--- config.mk ---
export PLATFORM = sky130hd
export DESIGN_NAME = sdram_col_seq
export DESIGN_NICKNAME = d
export VERILOG_FILES = /design/src/rtl/sdram_col_seq.sv
export SDC_FILE = /design/constraint.sdc
export NUM_CORES = 1
export LEC_CHECK = 0
export BUFFER_PORTS_ARGS = -buffer_cell sky130_fd_sc_hd__buf_2
export CAP_MARGIN = 10
export CORE_ASPECT_RATIO = 2
export CORE_MARGIN = 4
export CORE_UTILIZATION = 55
export DETAILED_ROUTE_END_ITERATION = 8
export HOLD_SLACK_MARGIN = 0.12
export MAX_ROUTING_LAYER = met4
export PLACE_DENSITY = 0.8
export RECOVER_POWER = 25
export REMOVE_ABC_BUFFERS = 1
export SYNTH_ARGS = -nofsm -noshare
export SYNTH_HDL_FRONTEND = slang
export SYNTH_SLANG_ARGS = --single-unit
--- constraint.sdc ---
create_clock -name clk -period 2.3 [get_ports clk]
set_input_delay 0.23 -clock clk [delete_from_list [all_inputs] [get_ports clk]]
set_output_delay 0.23 -clock clk [all_outputs]
set_load 0.01 [all_outputs]
--- src/rtl/sdram_col_seq.sv ---
module sdram_col_seq #(
  parameter int COL_W = 9
) (
  input  logic             clk,
  input  logic             rst_n,
  input  logic             step_en,
  input  logic             start,
  input  logic [COL_W-1:0] start_col,
  input  logic [2:0]       len_code,
  input  logic             order,
  input  logic             single_wr,
  input  logic             is_write,
  input  logic             stop,
  output logic [COL_W-1:0] col,
  output logic             valid,
  output logic             last,
  output logic             cfg_err
);
  localparam logic [COL_W-1:0] ROW_MASK = {COL_W{1'b1}};

  logic [COL_W-1:0] base_q, mask_q, beat_q;
  logic             full_q, inter_q;

  logic [COL_W-1:0] mask_n;
  logic             full_n, bad_n;

  always_comb begin
    mask_n = '0;
    full_n = 1'b0;
    bad_n  = 1'b0;
    case (len_code)
      3'd0: mask_n = '0;
      3'd1: mask_n = COL_W'(1);
      3'd2: mask_n = COL_W'(3);
      3'd3: mask_n = COL_W'(7);
      3'd7: begin
        mask_n = ROW_MASK;
        full_n = 1'b1;
        bad_n  = order;
      end
      default: bad_n = 1'b1;
    endcase
    if (bad_n || (single_wr && is_write)) begin
      mask_n = '0;
      full_n = 1'b0;
    end
  end

  logic [COL_W-1:0] low_bits;
  logic             final_beat;

  assign low_bits   = inter_q ? (base_q ^ beat_q) : (base_q + beat_q);
  assign col        = (base_q & ~mask_q) | (low_bits & mask_q);
  assign final_beat = !full_q && (beat_q == mask_q);
  assign last       = valid && (final_beat || (stop && step_en));

  always_ff @(posedge clk) begin
    if (!rst_n) begin
      base_q  <= '0;
      mask_q  <= '0;
      beat_q  <= '0;
      full_q  <= 1'b0;
      inter_q <= 1'b0;
      valid   <= 1'b0;
      cfg_err <= 1'b0;
    end else if (step_en) begin
      if (start) begin
        base_q  <= start_col;
        mask_q  <= mask_n;
        full_q  <= full_n;
        inter_q <= order;
        beat_q  <= '0;
        valid   <= 1'b1;
        if (bad_n) cfg_err <= 1'b1;
      end else if (valid) begin
        if (last) valid <= 1'b0;
        else      beat_q <= beat_q + 1'b1;
      end
    end
  end
endmodule


## After elaboration in Yosys (flattened, before gate mapping)

Index checks and enable logic that the tools add are counted.

| cells by class | value |
|---|---|
| divide/modulo/power cells | 0 |
| add/sub/neg operators | 2 |
| shift-type cells | 0 |
| $mul | 0 |
| eq/ne operators | 6 |
| order comparisons | 0 |
| bitwise operators | 5 |
| reductions and logical operators | 13 |
| multiplexer cells | 12 |

Operators by type and width:

| operator | number |
|---|---|
| $mux W9 | 5 |
| $pmux W9 S4 | 1 |
| $and A9 B9 Y9 | 2 |
| $add A9 B1 Y9 const B | 1 |
| $add A9 B9 Y9 | 1 |
| $eq A9 B9 Y1 | 1 |
| $not A9 Y9 | 1 |
| $or A9 B9 Y9 | 1 |
| $xor A9 B9 Y9 | 1 |
| $eq A3 B2 Y1 const B | 2 |
| $reduce_and A3 Y1 | 2 |
| $mux W1 | 5 |
| $logic_and A1 B1 Y1 | 4 |
| $reduce_or A4 Y1 | 1 |
| $eq A3 B1 Y1 const B | 1 |
| $eq A3 B3 Y1 const B | 1 |
| $logic_not A3 Y1 | 1 |
| $logic_or A1 B1 Y1 | 2 |
| $ne A2 B2 Y1 const B | 1 |
| $pmux W1 S2 | 1 |
| $reduce_and A2 Y1 | 1 |
| $reduce_bool A2 Y1 | 1 |
| $logic_not A1 Y1 | 1 |

| storage, ports and cells | value |
|---|---|
| bits in latches | 0 |
| input bits | 20 |
| memories kept | 0 |
| RAM bits | 0 |
| logic and storage cells | 45 |
| output and inout port bits | 12 |
| memory bits (read-only) | 0 |
| register bits | 31 |

## Logic depth before layout (Yosys ltp)

Gate-level depths: netlist (run 1).

| depth | value |
|---|---|
| word-level depth | 7 |
| gate-level depth with buffers | 7 |
| gate-level depth less buffers | 7 |

## Least setup slack after synthesis (run 1)

Ideal clock, no wire load.

| timing path | value |
|---|---|
| path type | reg-to-output |
| start | reg beat_q[0] |
| end | out col[8] |
| setup slack | 0.099 ns |
| cell stages (with the launch flop) | 8 |
| arrival time | 1.971 ns |
| data required time | 2.070 ns |
| cells stage by stage | dfxtp_1 ha_1 fa_1 a211oi_1 o21ai_0 and4_1 a311oi_1 xnor2_1 |

| between the ends | value |
|---|---|
| word-level cells in the longest chain between the ends | 4 |

Ends and longest elaborated chain:

| element | line | source |
|---|---|---|
| start: declaration | 21 | `logic [COL_W-1:0] base_q, mask_q, beat_q;` |
| start signal: assignment | 77 | `else beat_q <= beat_q + 1'b1;` |
| $add A9 B9 Y9 | 52 | `assign low_bits = inter_q ? (base_q ^ beat_q) : (base_q + beat_q);` |
| $mux W9 | 52 |  |
| $and A9 B9 Y9 | 53 | `assign col = (base_q & ~mask_q) \| (low_bits & mask_q);` |
| $or A9 B9 Y9 | 53 |  |
| end: declaration | 14 | `output logic [COL_W-1:0] col,` |

Every way passes these cells.

## Worst setup path in the final report (run 1)

Ends and elaborated chain as after synthesis.

==> summary.md, run 1 <==
| Metric | Value |
|---|---|
| Dominant cells by area after synthesis | dfxtp_1 (30%), nand2_1 (8.0%), ha_1 (6.5%) |
| Core Region | between 2000 and 3000 um2 |
| Final WL | ~4800 um |
| IO Port Bufs | 31 |
| Mapped cell area | approximately 1700 um2 |
| Avg Vias per Cell | between 6 and 7 |
| Placed cells | ~290 |
| GRT Util Overall | 0.245 |
| Leak pwr | around 0.97 nW |
| Post-synth EDFFs | 0 |
| Later-pin clock latency in the skew report | 0.27 ns |
| Crit start category | flip-flop |
| Sequential area share after synthesis | 0.300 |
| Main synth FF type | dfxtp_1 |
| Largest net degree at the start of global routing | 16 |
| Sequential Area | around 530 um2 |
| Die area | 4170 um2 |
| GP Congestion | 0.984 |
| Clock Tree Root | clkbuf_8 |
| Critical R2R Capture | valid$_SDFFE_PN0P_ |
| CTS tree | done |
| # clock sinks | 26 |
| Peak supply drop | between 500 and 600 uV |
| Via count | between 1500 and 2000 |
| Die H | roughly 87 um |
| Ports | 32 |
| Layout cells sized above 1 | 0.291 |
| Avg Cell Area, Syn | a little under 8 um2 |
| Max Fclk | 407 MHz |
| Worst Hold Class | in2reg |
| Die width | about 48 um |
| Synth top area share | 0.300 |
| Final nets | between 200 and 300 |
| RR Startpoint | beat_q[2]$_SDFFE_PN0P_ |
| Flop-to-flop setup slack | ~0.13 ns |
| Post-synth top cells | nand2_1 (37), dfxtp_1 (26), nor2_1 (18), a21oi_1 (13), a21boi_0 (12) |
| P per Cell Area | approximately 460 nW/um2 |
| Logic gate share of total power | 0.140 |
| Worst path slowest cell | fa_2 |
| Most frequent cell after synthesis | nand2_1 |
| Fin crit period | roughly 2.5 ns |
| Slew headroom | 0.485 |
| Post-CTS Hold Buffers | 0 |
| WL/cell | between 15 and 20 um |
| Clock Skews | around 0.0018 ns |
| Total grt overflow | 0 |
| RSZ-0062 raised after global routing | yes |
| Final setup vio count | 4 |
| Row count | 28 |
| Max Root-Sink Buffers | 2 |
| Dpl hpwl | between 3000 and 4000 um |
| Critical path origin | beat_q[0]$_SDFFE_PN0P_ |
| Maxcap violations | 0 |
| Initial core utilization | 0.582 |
| CTS H-tree depth | 1 |
| Crit path max fanout | 2 |
| P&R area growth vs syn | 26.5% |
| Part of the power in the clock network | 0.385 |
| Worst setup path end | col[8] |
| Final Cycle Share | 1.07 |
| CTS Buf Count | 3 |
| Async SR Flop Fraction | 0 |
| Number of synthesized register bits | 26 |
| Clk slew on worst S/H paths | 0.09 ns |
| Pre-antenna DRT Iters | 5 |
| Syn Inst Count | 220 |
| Critical path class | reg2out |
| Worst path required time | 2.07 ns |
| Worst-path cell chain | ha_4, fa_2, a211oi_4, o21ai_2, and4_1, a311oi_2, xnor2_1, buf_2 |
| Register-to-Register Path Depth | 6 |
| Critical Path AT | approximately 2.2 ns |
| Final WS setup | -0.159 ns |
| Synth warnings | 0 |
| Slew Limit Fails | 0 |
| Vias in the first global route | approximately 1700 |
| Final Power | 0.999 mW |
| Footprint of the multi-input gates | around 1200 um2 |
| Post-Layout Cell Count | around 290 |
| Status | finished, violations left |
| Largest stage delay, worst path | about 0.37 ns |
| Internal | ~0.76 mW |
| Fill count | approximately 250 |
| Initial drt markers | 70 |
| Post-route ant nets | 0 |
| Biggest area consumer among synthesized cells | dfxtp_1 |
| Worst Hold Launch | start_col[1] |
| Synth cell types | 51 |
| Failing checks | negative setup slack |
| First-pass GRT wire length | ~7500 um |
| CP Capture Type | primary output |
| Remaining DRCs | 0 |
| Worst slew pin tran | between 0.7 and 0.8 ns |
| Sequential share of power | 0.475 |
| Initial antenna violation count | 0 |
| Switching power | ~0.24 mW |
| Fin. Hold Viols | 0 |
| Sw frac | 0.243 |
| Antenna diodes | 0 |
-- per-layer routing --
layer | share of wire | up-vias | GRT usage
met5 | 0 | - | -
met4 | 0.039 | 0 | 0.0931
met3 | 0.036 | 18 | 0.0166
met2 | 0.57 | 69 | 0.439
met1 | 0.36 | 833 | 0.260
li1 | - | 878 | -
-- power groups by stage --
stage | clock, mW | sequential (mW) | combinational (mW)
floorplan | 0 | 0.482 | 0.0683
global placement | 0 | 0.484 | 0.130
detailed placement | 0 | 0.484 | 0.132
CTS | 0.389 | 0.475 | 0.134
global route | 0.412 | 0.476 | 0.155
finish | 0.384 | 0.474 | 0.140
-- flip-flops by register name, summed over array words and instances (netlist names) --
register  count
mask_q        4
beat_q        9
valid         1
full_q        1
inter_q       1
cfg_err       1
base_q        9
-- final cells by class --
| type | instances | share of cell area |
|---|---|---|
| sequential | 26 | 0.241 |
| tap | 30 | 0.0171 |
| clock inverter | 1 | 0.0137 |
| timing repair buffer | 48 | 0.134 |
| clock buffer | 3 | 0.0188 |
| multi-input combinational | 180 | 0.570 |
| inverter | 3 | 0.00514 |
-- through the flow --
stage	instance area, um2	setup TNS, ns	hold WS (ns)	utilization	setup WS [ns]
finish	2190	-0.287	0.185	0.736	-0.159
global route	2190	-0.907	0.179	0.736	-0.266
CTS	2110	-0.397	0.189	0.710	-0.183
detailed placement	1990	-0.0943	0.445	0.668	-0.0943
global placement	1990	-0.105	0.443	0.668	-0.105
floorplan	1680	0	0.347	-	0.0986
-- worst max-delay path, delay by kind of cell (launching register included) --
family	cells	cell delay (ns)
flip-flops	1	0.35
buffers and inverters	1	0.14
XOR/XNOR	1	0.14
adder cells (fa/ha/maj)	2	0.53
AND/OR/NAND/NOR	1	0.20
AO/OA/AOI/OAI	3	0.59
-- repair_timing --
action / 4_1_cts / 5_1_grt
gates resized for setup: 14 / 14
pin swaps: 11 / 12
setup endpoints to repair: 5 / 6
buffers inserted: 1 / 1
-- worst min path at each step --
stage | endpoint | cells after the start | slack, ns
global route | base_q[1]$_SDFFE_PN0P_ | 3 | 0.18
detailed placement | full_q$_SDFFE_PN0P_ | 2 | 0.44
floorplan | full_q$_SDFFE_PN0P_ | 2 | 0.35
finish | base_q[1]$_SDFFE_PN0P_ | 3 | 0.19
CTS | base_q[0]$_SDFFE_PN0P_ | 3 | 0.19
global placement | full_q$_SDFFE_PN0P_ | 2 | 0.44
-- kinds of logic (layout without fill, tap and decap cells) --
logic type / count (synthesis) / in the layout / synth area share
and+or+nand+nor: 100 / 100 / 0.290
AOI/OAI and AO/OA: 58 / 58 / 0.232
DFF: 26 / 26 / 0.300
buffers and inverters: 14 / 55 / 0.0354
adders and majority gates: 10 / 10 / 0.0765
xor gates and xnor gates: 8 / 8 / 0.0404
muxes: 4 / 4 / 0.0245
-- layout by cell type, fill, tap and decap left out, types with 2 or more instances in the layout --
cell      count
nand3_1       7
or3_1         3
o21ai_2       2
dfxtp_2       3
o21a_1        2
xor2_1        4
nand3b_1      7
nor4_1        2
a31oi_1       3
a21boi_0     11
nand2_1      37
clkbuf_1      2
clkbuf_8      3
nor2b_1       4
o21ai_0       3
o31a_1        2
buf_6         3
or2_2         2
xnor2_1       4
dfxtp_1      22
buf_4        15
a21oi_1      10
nand4_1       6
a31o_2        2
mux2i_1       2
or4_1         2
nor2_1       18
inv_1         3
nor3_1        3
ha_1          7
buf_2        28
a21o_1        3
a21boi_1      2
ha_4          2
a21oi_2       3
Power figures use the tool's default switching activity.
==> run 2, diff against run 1 <==
CORE_MARGIN = default   (was 4)
==> summary.md, run 2 (synthesized netlist as in run 1, its figures left out) <==
| Metric | Value |
|---|---|
| # clock sinks | 26 (unchanged) |
| Maxcap violations | 0 (unchanged) |
| Via count | 1813 (+0.83%) |
| Part of the power in the clock network | 0.391 (+0.006) |
| Fin. Hold Viols | 0 (unchanged) |
| Final WL | 5070 um (+5.6%) |
| Internal | 0.756 mW (about the same) |
| Crit start category | flip-flop |
| Vias in the first global route | 1678 (-1.9%) |
| Remaining DRCs | 0 (unchanged) |
| Commonest non-fill, non-tap cells in the layout | nand2_1 (37), buf_2 (29), dfxtp_1 (22) |
| P&R area growth vs syn | 27.2% |
| Clock Tree Root | clkbuf_8 |
| Status | finished, violations left |
| Initial drt markers | 65 (-7.1%) |
| Crit path max fanout | 2 (unchanged) |
| Slew Limit Fails | 0 (unchanged) |
| Final Power | 1.01 mW (+1.2%) |
| CTS Buf Count | 3 (unchanged) |
| Failing checks | negative setup slack |
| Final WS setup | -0.229 ns (-0.0693 ns) |
| Max Root-Sink Buffers | 2 (unchanged) |
| Setup TNS | -0.594 ns (-0.307 ns) |
| Worst slack, placed | -0.0996 ns (-0.00536 ns) |
| Layout cells sized above 1 | 0.299 (+0.00805) |
| CTS H-tree depth | 1 (unchanged) |
| Final hold slack | 0.184 ns (-0.000807 ns) |
| Total grt overflow | 0 (unchanged) |
| Dpl hpwl | 3370 um (+1.4%) |
| WL/cell | 17.2 um (+4.5%) |
| Final nets | 295 (+1.0%) |
| Clk slew on worst S/H paths | 0.10 ns (about the same) |
| Sw frac | 0.252 (+0.00897) |
| Slew headroom | 0.430 (-0.0553) |
| P per Cell Area | 459 nW/um2 (+0.66%) |
| Die width | 41.7 um (-13%) |
| Peak supply drop | 477 uV (-6.4%) |
| Worst Hold Class | in2reg |
| Die H | 81.4 um (-6.9%) |
| Final Cycle Share | 1.10 (+0.0301) |
| RSZ-0062 raised after global routing | yes |
| Later-pin clock latency in the skew report | 0.28 ns (about the same) |
| Pre-antenna DRT Iters | 4 (-1) |
| Critical Path AT | 2.30 ns (+0.07 ns) |
| Initial antenna violation count | 0 (unchanged) |
| Largest regs | base_q x9, beat_q x9, mask_q x4 |
| CP Capture Type | primary output |
| IO Port Bufs | 31 (unchanged) |
| Die area | 3390 um2 (-19%) |
| Antenna diodes | 0 (unchanged) |
| Critical path class | reg2out |
| Ports | 32 (unchanged) |
| Fin crit period | 2.53 ns (+0.0693 ns) |
| Post-route ant nets | 0 (unchanged) |
| Footprint of the multi-input gates | 1240 um2 (-0.60%) |
| Fill count | 242 (-1.6%) |
| Initial core utilization | 0.582 (unchanged) |
| Row count | 28 (unchanged) |
| Worst path required time | 2.07 ns (about the same) |
| Max Fclk | 395 MHz (-2.7%) |
| Core Region | 2980 um2 (unchanged) |
| Worst slew pin tran | 0.855 ns (+0.0829 ns) |
| Sequential share of power | 0.470 (-0.005) |
| Most common cell after layout, fill and taps aside | nand2_1 |
| Post-CTS Hold Buffers | 0 (unchanged) |
| Switching power | 0.255 mW (+5.0%) |
| CTS tree | done |
| First-pass GRT wire length | 7480 um (+0.19%) |
| Final setup vio count | 4 (unchanged) |
| Logic gate share of total power | 0.140 (about the same) |
| Leak pwr | 0.987 nW (+1.3%) |
| GRT Util Overall | 0.297 (+0.0517) |
| Sequential Area | 528 um2 (unchanged) |
| Largest net degree at the start of global routing | 16 (unchanged) |
| GP Congestion | 0.920 (-6.6%) |
| Clock Skews | 0.00627 ns (+0.00448 ns) |
| Avg Vias per Cell | 6.17 (-0.19%) |
[run 2: per-layer routing]
layer  wire (um)  vias to the layer above  track usage
met1        1860                      851        0.290
met4         136                        0        0.168
met3         229                       11       0.0311
met5           0                        -            -
li1            -                      887            -
met2        2840                       64        0.555
[run 2: per-stage QoR]
| stage | util | cell area (um2) | instances |
|---|---|---|---|
| after CTS | 0.712 | 2120 | 292 |
| final | 0.740 | 2200 | 294 |
| after global placement | 0.668 | 1990 | 285 |
| after detailed placement | 0.668 | 1990 | 285 |
| after floorplan | - | 1680 | 209 |
| after global routing | 0.740 | 2200 | 294 |
[run 2: critical path: stages, from the launching register on]
cell and delay [ns]:
dfxtp_4 0.37, ha_4 0.16, fa_2 0.39, a211oi_4 0.26, o21ai_2 0.11, and4_1 0.22
a311oi_2 0.23, xnor2_1 0.14, buf_2 0.14
[run 2: cell type report]
type                       instances  share of cell area
multi-input combinational        180               0.564
sequential                        26               0.240
timing repair buffer              51               0.142
clock buffer                       3              0.0187
tap                               30              0.0170
clock inverter                     1              0.0136
inverter                           3             0.00511
[run 2: power by group through the flow]
stage                     sequential (mW)  clock (mW)  combinational [mW]
after floorplan                     0.482           0              0.0683
after global placement              0.484           0               0.130
after detailed placement            0.484           0               0.133
after CTS                           0.475       0.392               0.136
after global routing                0.476       0.408               0.154
final                               0.475       0.395               0.141
[run 2: final timing paths]
| path | startpoint | end | slack [ns] | cells past startpoint |
|---|---|---|---|---|
| worst min register to register | full_q$_SDFFE_PN0P_ | full_q$_SDFFE_PN0P_ | 0.46 | 2 |
| worst max register to register | beat_q[4]$_SDFFE_PN0P_ | valid$_SDFFE_PN0P_ | 0.15 | 6 |
| worst min-delay path | start_col[0] | base_q[0]$_SDFFE_PN0P_ | 0.18 | 3 |
| worst max-delay path | beat_q[0]$_SDFFE_PN0P_ | col[8] | -0.23 | 8 |
[run 2: what timing repair did]
item,in CTS,in global routing
setup endpoints to repair,5,7
setup buffers,3,2
gates resized for setup,12,15
pin swaps,9,8
